--- src/rtl/qw_addsub_unit.sv ---
module qw_addsub_unit #(
  parameter int WIDTH = 128,
  parameter int OPW   = 5
) (
  input  logic             clk,
  input  logic             rst_n,
  input  logic             valid_in,
  input  logic [OPW-1:0]   op_sel,
  input  logic             sub_sel,
  input  logic [WIDTH-1:0] opnd_a,
  input  logic [WIDTH-1:0] opnd_b,
  input  logic [WIDTH-1:0] opnd_c,
  output logic             valid_out,
  output logic [WIDTH-1:0] result,
  output logic             illegal_op
);

  localparam logic [OPW-1:0] OP_ADD_M = OPW'(4);
  localparam logic [OPW-1:0] OP_ADD_C = OPW'(5);
  localparam logic [OPW-1:0] OP_SUB_M = OPW'(20);
  localparam logic [OPW-1:0] OP_SUB_C = OPW'(21);
  localparam logic [OPW-1:0] OP_ADD_X = OPW'(30);
  localparam logic [OPW-1:0] OP_SUB_X = OPW'(31);

  logic             is_sub, use_cin, want_carry, legal;
  logic             cin;
  logic [WIDTH-1:0] b_eff;
  logic [WIDTH:0]   sum;
  logic [WIDTH-1:0] next_res;
  logic             unused_c_hi;

  always_comb begin
    is_sub     = 1'b0;
    use_cin    = 1'b0;
    want_carry = 1'b0;
    legal      = 1'b1;
    case (op_sel)
      OP_ADD_M: ;
      OP_ADD_C: want_carry = 1'b1;
      OP_SUB_M: is_sub = 1'b1;
      OP_SUB_C: begin is_sub = 1'b1; want_carry = 1'b1; end
      OP_ADD_X: begin use_cin = 1'b1; want_carry = sub_sel; end
      OP_SUB_X: begin is_sub = 1'b1; use_cin = 1'b1; want_carry = sub_sel; end
      default:  legal = 1'b0;
    endcase
  end

  assign b_eff       = is_sub ? ~opnd_b : opnd_b;
  assign cin         = use_cin ? opnd_c[0] : is_sub;
  assign sum         = {1'b0, opnd_a} + {1'b0, b_eff} + {{WIDTH{1'b0}}, cin};
  assign next_res    = !legal     ? '0 :
                       want_carry ? {{(WIDTH-1){1'b0}}, sum[WIDTH]} :
                                    sum[WIDTH-1:0];
  assign unused_c_hi = ^opnd_c[WIDTH-1:1];

  always_ff @(posedge clk) begin
    if (!rst_n) begin
      valid_out  <= 1'b0;
      result     <= '0;
      illegal_op <= 1'b0;
    end else begin
      valid_out <= valid_in;
      if (valid_in) begin
        result     <= next_res;
        illegal_op <= !legal;
      end
    end
  end

  p_add_mod_r1: assert property (@(posedge clk) disable iff (!rst_n)
    valid_in && op_sel == OP_ADD_M |=> result - $past(opnd_b) == $past(opnd_a));

  p_sub_mod_r2: assert property (@(posedge clk) disable iff (!rst_n)
    valid_in && op_sel == OP_SUB_M |=> result + $past(opnd_b) == $past(opnd_a));

  p_add_carry_r3: assert property (@(posedge clk) disable iff (!rst_n)
    valid_in && op_sel == OP_ADD_C |=> result[0] == ($past(opnd_b) > ~$past(opnd_a)));

  p_sub_carry_r4: assert property (@(posedge clk) disable iff (!rst_n)
    valid_in && op_sel == OP_SUB_C |=> result[0] == ($past(opnd_a) >= $past(opnd_b)));

  p_xsub_carry_r6: assert property (@(posedge clk) disable iff (!rst_n)
    valid_in && op_sel == OP_SUB_X && sub_sel |=>
      result[0] == (($past(opnd_a) > $past(opnd_b)) ||
                    ($past(opnd_c[0]) && $past(opnd_a) == $past(opnd_b))));

  p_carry_upper_zero_r5: assert property (@(posedge clk) disable iff (!rst_n)
    valid_in && (op_sel == OP_ADD_C || op_sel == OP_SUB_C ||
                 ((op_sel == OP_ADD_X || op_sel == OP_SUB_X) && sub_sel))
      |=> result[WIDTH-1:1] == '0);

  p_latency_r9: assert property (@(posedge clk) disable iff (!rst_n)
    valid_in |=> valid_out);

  p_idle_hold_r9: assert property (@(posedge clk) disable iff (!rst_n)
    !valid_in |=> !valid_out && $stable(result) && $stable(illegal_op));

  p_illegal_zero_r11: assert property (@(posedge clk) disable iff (!rst_n)
    valid_out && illegal_op |-> result == '0);

endmodule

--- config.mk ---
export PLATFORM = sky130hd
export DESIGN_NAME = qw_addsub_unit
export DESIGN_NICKNAME = d
export VERILOG_FILES = /design/src/rtl/qw_addsub_unit.sv
export SDC_FILE = /design/constraint.sdc
export NUM_CORES = 1
export LEC_CHECK = 0
export ABC_AREA = 1
export ABC_CLOCK_PERIOD_IN_PS = 4100
export BUFFER_PORTS_ARGS = -buffer_cell sky130_fd_sc_hd__buf_4
export CAP_MARGIN = 20
export CORE_MARGIN = 5
export CORE_UTILIZATION = 50
export CTS_BUF_LIST = sky130_fd_sc_hd__clkbuf_8
export CTS_CLUSTER_DIAMETER = 100
export DETAILED_ROUTE_END_ITERATION = 7
export PLACE_DENSITY = 0.87
export SETUP_SLACK_MARGIN = 0.15
export SLEW_MARGIN = 20
export SYNTH_ARGS = -nofsm -noshare
export SYNTH_HDL_FRONTEND = slang
export SYNTH_SLANG_ARGS = --single-unit
--- constraint.sdc ---
create_clock -name clk -period 4.1 [get_ports clk]
set_input_delay 0.41 -clock clk [delete_from_list [all_inputs] [get_ports clk]]
set_output_delay 0.41 -clock clk [all_outputs]
set_load 0.005 [all_outputs]
Word level (Yosys, flattened, before mapping):

Index checks and enable logic that the tools add are counted.

* output and inout port bits: 130
* bits of input ports: 393
* flip-flop bits (word level): 130

* eq/ne operators: 6
* $add $sub $neg: 2
* bitwise operators: 1
* muxes and demuxes: 8
* reductions and logical operators: 5

Operator list (count)
* two-way mux 128 bit: 3
* adder 128 x 128 -> 129 bit: 1
* adder 129 x 1 -> 129 bit: 1
* inverter 128 bit: 1
* equality test 5 bit, second input constant: 4
* equality test 5 x 3 -> 1 bit, second input constant: 2
* OR reduction 6 bit: 1
* two-way mux 1 bit: 4
* OR reduction 2 bit: 2
* OR reduction 3 bit: 1
* one-hot mux 1 bit (2 select lines): 1
* logical NOT 1 bit: 1

Logic depth before layout (Yosys ltp):

* word-level depth: 8
* gate-level depth with buffers: 25
* mapped depth without buffers: 22

Worst setup path before layout:

No wires, ideal clock.

* path type: in2reg
* from: input op_sel[1]
* to: register result[96]
* path buffers: 3
* cell stages on the path: 24
* required time: 3.968 ns
* data arrival time: 3.061 ns
* path slack: 0.907 ns
* cells stage by stage: inv_1 -> nand3_1 -> a21bo_2 -> clkbuf_1 -> clkbuf_1 -> buf_2 -> xnor2_1 -> fa_1 -> inv_1 -> fa_1 -> inv_1 -> nand2_1 -> nand2_1 -> nand3_1 -> nand2_1 -> nand2_1 -> nand2_1 -> nand2_1 -> nand2_1 -> nand3_1 -> nand3_1 -> nand2_1 -> nand3_1 -> a21oi_1

* cells in the longest elaborated chain, start to end: 8

Ends and longest elaborated chain
* start: declaration: line 8 `input logic [OPW-1:0] op_sel,`
* equality test 5 bit: line 37 `case (op_sel)`
* OR reduction 3 bit (no source line)
* two-way mux 1 bit: line 37
* two-way mux 128 bit: line 48 `assign b_eff = is_sub ? ~opnd_b : opnd_b;`
* adder 128 x 128 -> 129 bit: line 50 `assign sum = {1'b0, opnd_a} + {1'b0, b_eff} + {{WIDTH{1'b0}}, cin};`
* adder 129 x 1 -> 129 bit: line 50
* two-way mux 128 bit: line 52 `want_carry ? {{(WIDTH-1){1'b0}}, sum[WIDTH]} :`
* two-way mux 128 bit (*): line 51 `assign next_res = !legal ? '0 :`
* end signal: assignment: line 64 `result <= next_res;`
* end: declaration: line 14 `output logic [WIDTH-1:0] result,`

Mark *: on every way between the ends. The rest lies on a longest branch, timed or not.
A chain may end at the register's enable or synchronous reset.

Worst setup path after layout:

* from: input op_sel[3]
* to: register result[123]

Same word-level chain as after synthesis.

==> run_results.csv <==
group,metric,value,unit
worst_hold_path,holdPathStages,3,
detailed_routing,dr_total_vias,24139,
clocking,clock_sinks,130,
sta,rsz0062_at_grt,"no",
floorplanning,rows,72,
synth,yosysWarnings,0,
synth,postSynthCellCount,3825,
global_route,grt_overflow_total,0,
sta,tns,0,ns
clocking,cts_tree,"built",
detailed_routing,wl,83.1,mm
detailed_routing,wl_per_cell,17.5,um
power_and_ir_drop,ir_drop,0.222,mV
sta,min_period_over_period,84.2,%
place,dp_slack,0.172,ns
critical_path,worstPathRequired,4.47,ns
critical_path,path_max_fanout,36,
critical_path,crit_type,"primary input to flop",
clocking,ctsResizeCount,0,
detailed_routing,drt_iter0_drc,2442,
clocking,cts_buffers,17,
critical_path,cp.arrival,3.82,ns
sta,max_freq,290,MHz
sta,relSlewSlack,36.3,%
synth,avgSynthCellArea,5.11,sq um
detailed_routing,avgViaCountPerCell,5.10,
critical_path,reg2reg_depth,2,
floorplanning,ios,523,
global_route,antenna_found_initial,1,
synth,synth_seq_area_share,13.3,%
sta,setup_slack,0.646,ns
cells_and_area,drive_above_1_share,13.2,%
global_route,track_usage,36.6,%
sta,setup_violations,0,
synth,synth.ff_latch_count,130,
detailed_routing,dr.pass1.iters,7,
critical_path,cp-start-kind,"primary input",
place,dp.final_hpwl,71.7,mm
clocking,cts-hold-fix-buffers,0,
cells_and_area,nets,4728,
floorplanning,dieWidth,208,um
floorplanning,die_area,0.0431,sq mm
outcome,outcome,"completed",
detailed_routing,drc_errors,0,
sta,finClkSkew,0,ns
place,io_buffers,395,
sta,hold_viol_final,0,
sta,period_minus_slack,3.45,ns
clocking,clk_latency,0.51,ns
clocking,post_cts_buffers,0,
global_route,grt_pass1_vias,22006,
detailed_routing,antenna_left,0,
sta,finalMaxSlewViolations,0,
cells_and_area,diodes,0,
synth,synth_nets,4347,
clocking,root_buffer,"clkbuf_8",
floorplanning,start_util,50.5,%
clocking,cts_max_path_buffers,2,
global_route,grt_first_pass_wirelength,124,mm
sta,worst_slew_pin_slew,0.955,ns
clocking,clk_pin_slew,0.09,ns
run,maxCapViolations,0,
synth,ys_types,35,
synth,synth_area,0.0195,sq mm
floorplanning,design.core.area,0.0386,sq mm
cells_and_area,area_growth,20.6,%
clocking,htreeDepth,4,
floorplanning,die_h,208,um
worst_hold_path,hp-class,"primary input to flop",
global_route,grt_max_degree,87,
power_and_ir_drop,power_leakage,13.9,nW
critical_path,cp-end-kind,"flop",
place,gp_congestion,1.11,
power_and_ir_drop,power_density,251,mW/mm^2
through the flow:
stage / power (mW) / cells / cell area [sq um] / hold slack [ns] / util (%)
after floorplan: 3.36 / 3825 / 19500 / 0.462 / -
after global placement: 4.52 / 4705 / 23100 / 0.453 / 59.9
after detailed placement: 4.55 / 4705 / 23100 / 0.456 / 59.9
after CTS: 5.83 / 4737 / 23600 / 0.0884 / 61.0
after global routing: 6.27 / 4737 / 23600 / 0.114 / 61.0
final: 5.91 / 4737 / 23600 / 0.109 / 61.0
synthesized netlist by cell type:
| library cell | instances | area (sq um) |
|---|---|---|
| nor3_2 | 6 | 60.1 |
| nor4_2 | 1 | 12.5 |
| nand2_1 | 1602 | 6010 |
| fa_1 | 2 | 40.0 |
| a21boi_0 | 23 | 173 |
| a21oi_2 | 1 | 8.76 |
| or2_1 | 2 | 12.5 |
| o21ai_1 | 8 | 40.0 |
| nand3b_1 | 12 | 90.1 |
| nor3_1 | 22 | 110 |
| ha_1 | 127 | 1590 |
| nor2_2 | 38 | 238 |
| buf_2 | 24 | 120 |
| xor2_1 | 2 | 17.5 |
| nor2_4 | 3 | 33.8 |
| inv_2 | 12 | 45.0 |
| or2_2 | 23 | 144 |
| o21a_1 | 1 | 7.51 |
| and2_1 | 4 | 25.0 |
| a21oi_1 | 221 | 1110 |
| nand4_1 | 21 | 131 |
| xnor2_1 | 128 | 1120 |
| nor2_1 | 253 | 950 |
| inv_1 | 839 | 3150 |
| a21bo_2 | 1 | 10.0 |
| clkbuf_1 | 30 | 113 |
| o21ai_0 | 42 | 210 |
| and3_1 | 6 | 37.5 |
| o21bai_1 | 11 | 82.6 |
| a21boi_1 | 14 | 105 |
| dfxtp_1 | 130 | 2600 |
| nand3_2 | 9 | 90.1 |
| nand3_1 | 194 | 971 |
| buf_1 | 2 | 7.51 |
| nand2_2 | 11 | 68.8 |
logic make-up (layout without fill, tap and decap cells):
family | count (synthesis) | count (layout) | synth area share, %
and+or+nand+nor | 2207 | 2207 | 46.0
buffers and inverters | 907 | 1301 | 17.6
AOI/OAI and AO/OA | 322 | 322 | 8.92
xor gates and xnor gates | 130 | 130 | 5.83
DFF | 130 | 130 | 13.3
adders and majority gates | 129 | 129 | 8.34
state kept, by name, indices dropped and copies added (netlist names):
signal	count
result	128
illegal_op	1
valid_out	1
critical path, cell delays in order:
cell	delay, ns
buf_4	0.12
inv_1	0.05
nand3_1	0.16
a21bo_4	0.35
buf_12	0.21
xnor2_1	0.15
ha_1	0.35
nand2_1	0.12
nor2_1	0.23
nand2_1	0.17
nor3_2	0.23
nand2_1	0.09
nand2_1	0.22
nand2_1	0.09
nand2_1	0.31
nand2_1	0.22
nand2_1	0.10
nand2_1	0.05
nand3_1	0.10
a21oi_1	0.07
power breakdown:
part / internal (mW) / switching, mW
combinational: 1.10 / 2.20
clock: 0.627 / 0.661
sequential: 1.30 / 0.0228
total: 3.03 / 2.88
cells in the final DEF (no fill, tap or decap), types with 22 or more instances in the layout:
master	instances
buf_4	414
dfxtp_1	130
nor3_1	22
a21boi_0	23
xnor2_1	128
nand2_1	1602
inv_1	837
nor2_2	38
nand3_1	194
o21ai_0	42
or2_2	23
nor2_1	253
a21oi_1	221
ha_1	127
metal layers:
| metal | share of wire (%) | wire length, um | track usage [%] |
|---|---|---|---|
| met3 | 9.8 | 8110 | 7.10 |
| met4 | 5.5 | 4590 | 17.2 |
| met5 | 0 | 0 | 0 |
| met1 | 41 | 34400 | 47.6 |
| met2 | 43 | 35900 | 58.8 |
area by class of cell:
| class | instances | area [sq um] |
|---|---|---|
| clock buffers | 18 | 248 |
| clock inverters | 14 | 178 |
| fillers | 4050 | 15100 |
| inverters | 851 | 3200 |
| multi-input cells | 2788 | 13500 |
| flip-flops and latches | 130 | 2600 |
| well taps | 518 | 648 |
| repair buffers | 418 | 3190 |
path summary, 6_finish.rpt:
path / from / to / slack [ns]
hold reg to reg: result[68]$_SDFFE_PN0P_ / result[68]$_SDFFE_PN0P_ / 0.47
setup / recovery: op_sel[3] / result[123]$_SDFFE_PN0P_ / 0.65
setup reg to reg: result[99]$_SDFFE_PN0P_ / result[99]$_SDFFE_PN0P_ / 3.35
hold / removal: valid_in / valid_out$_SDFF_PN0_ / 0.11
No activity file was read; power rests on OpenSTA's default activity.
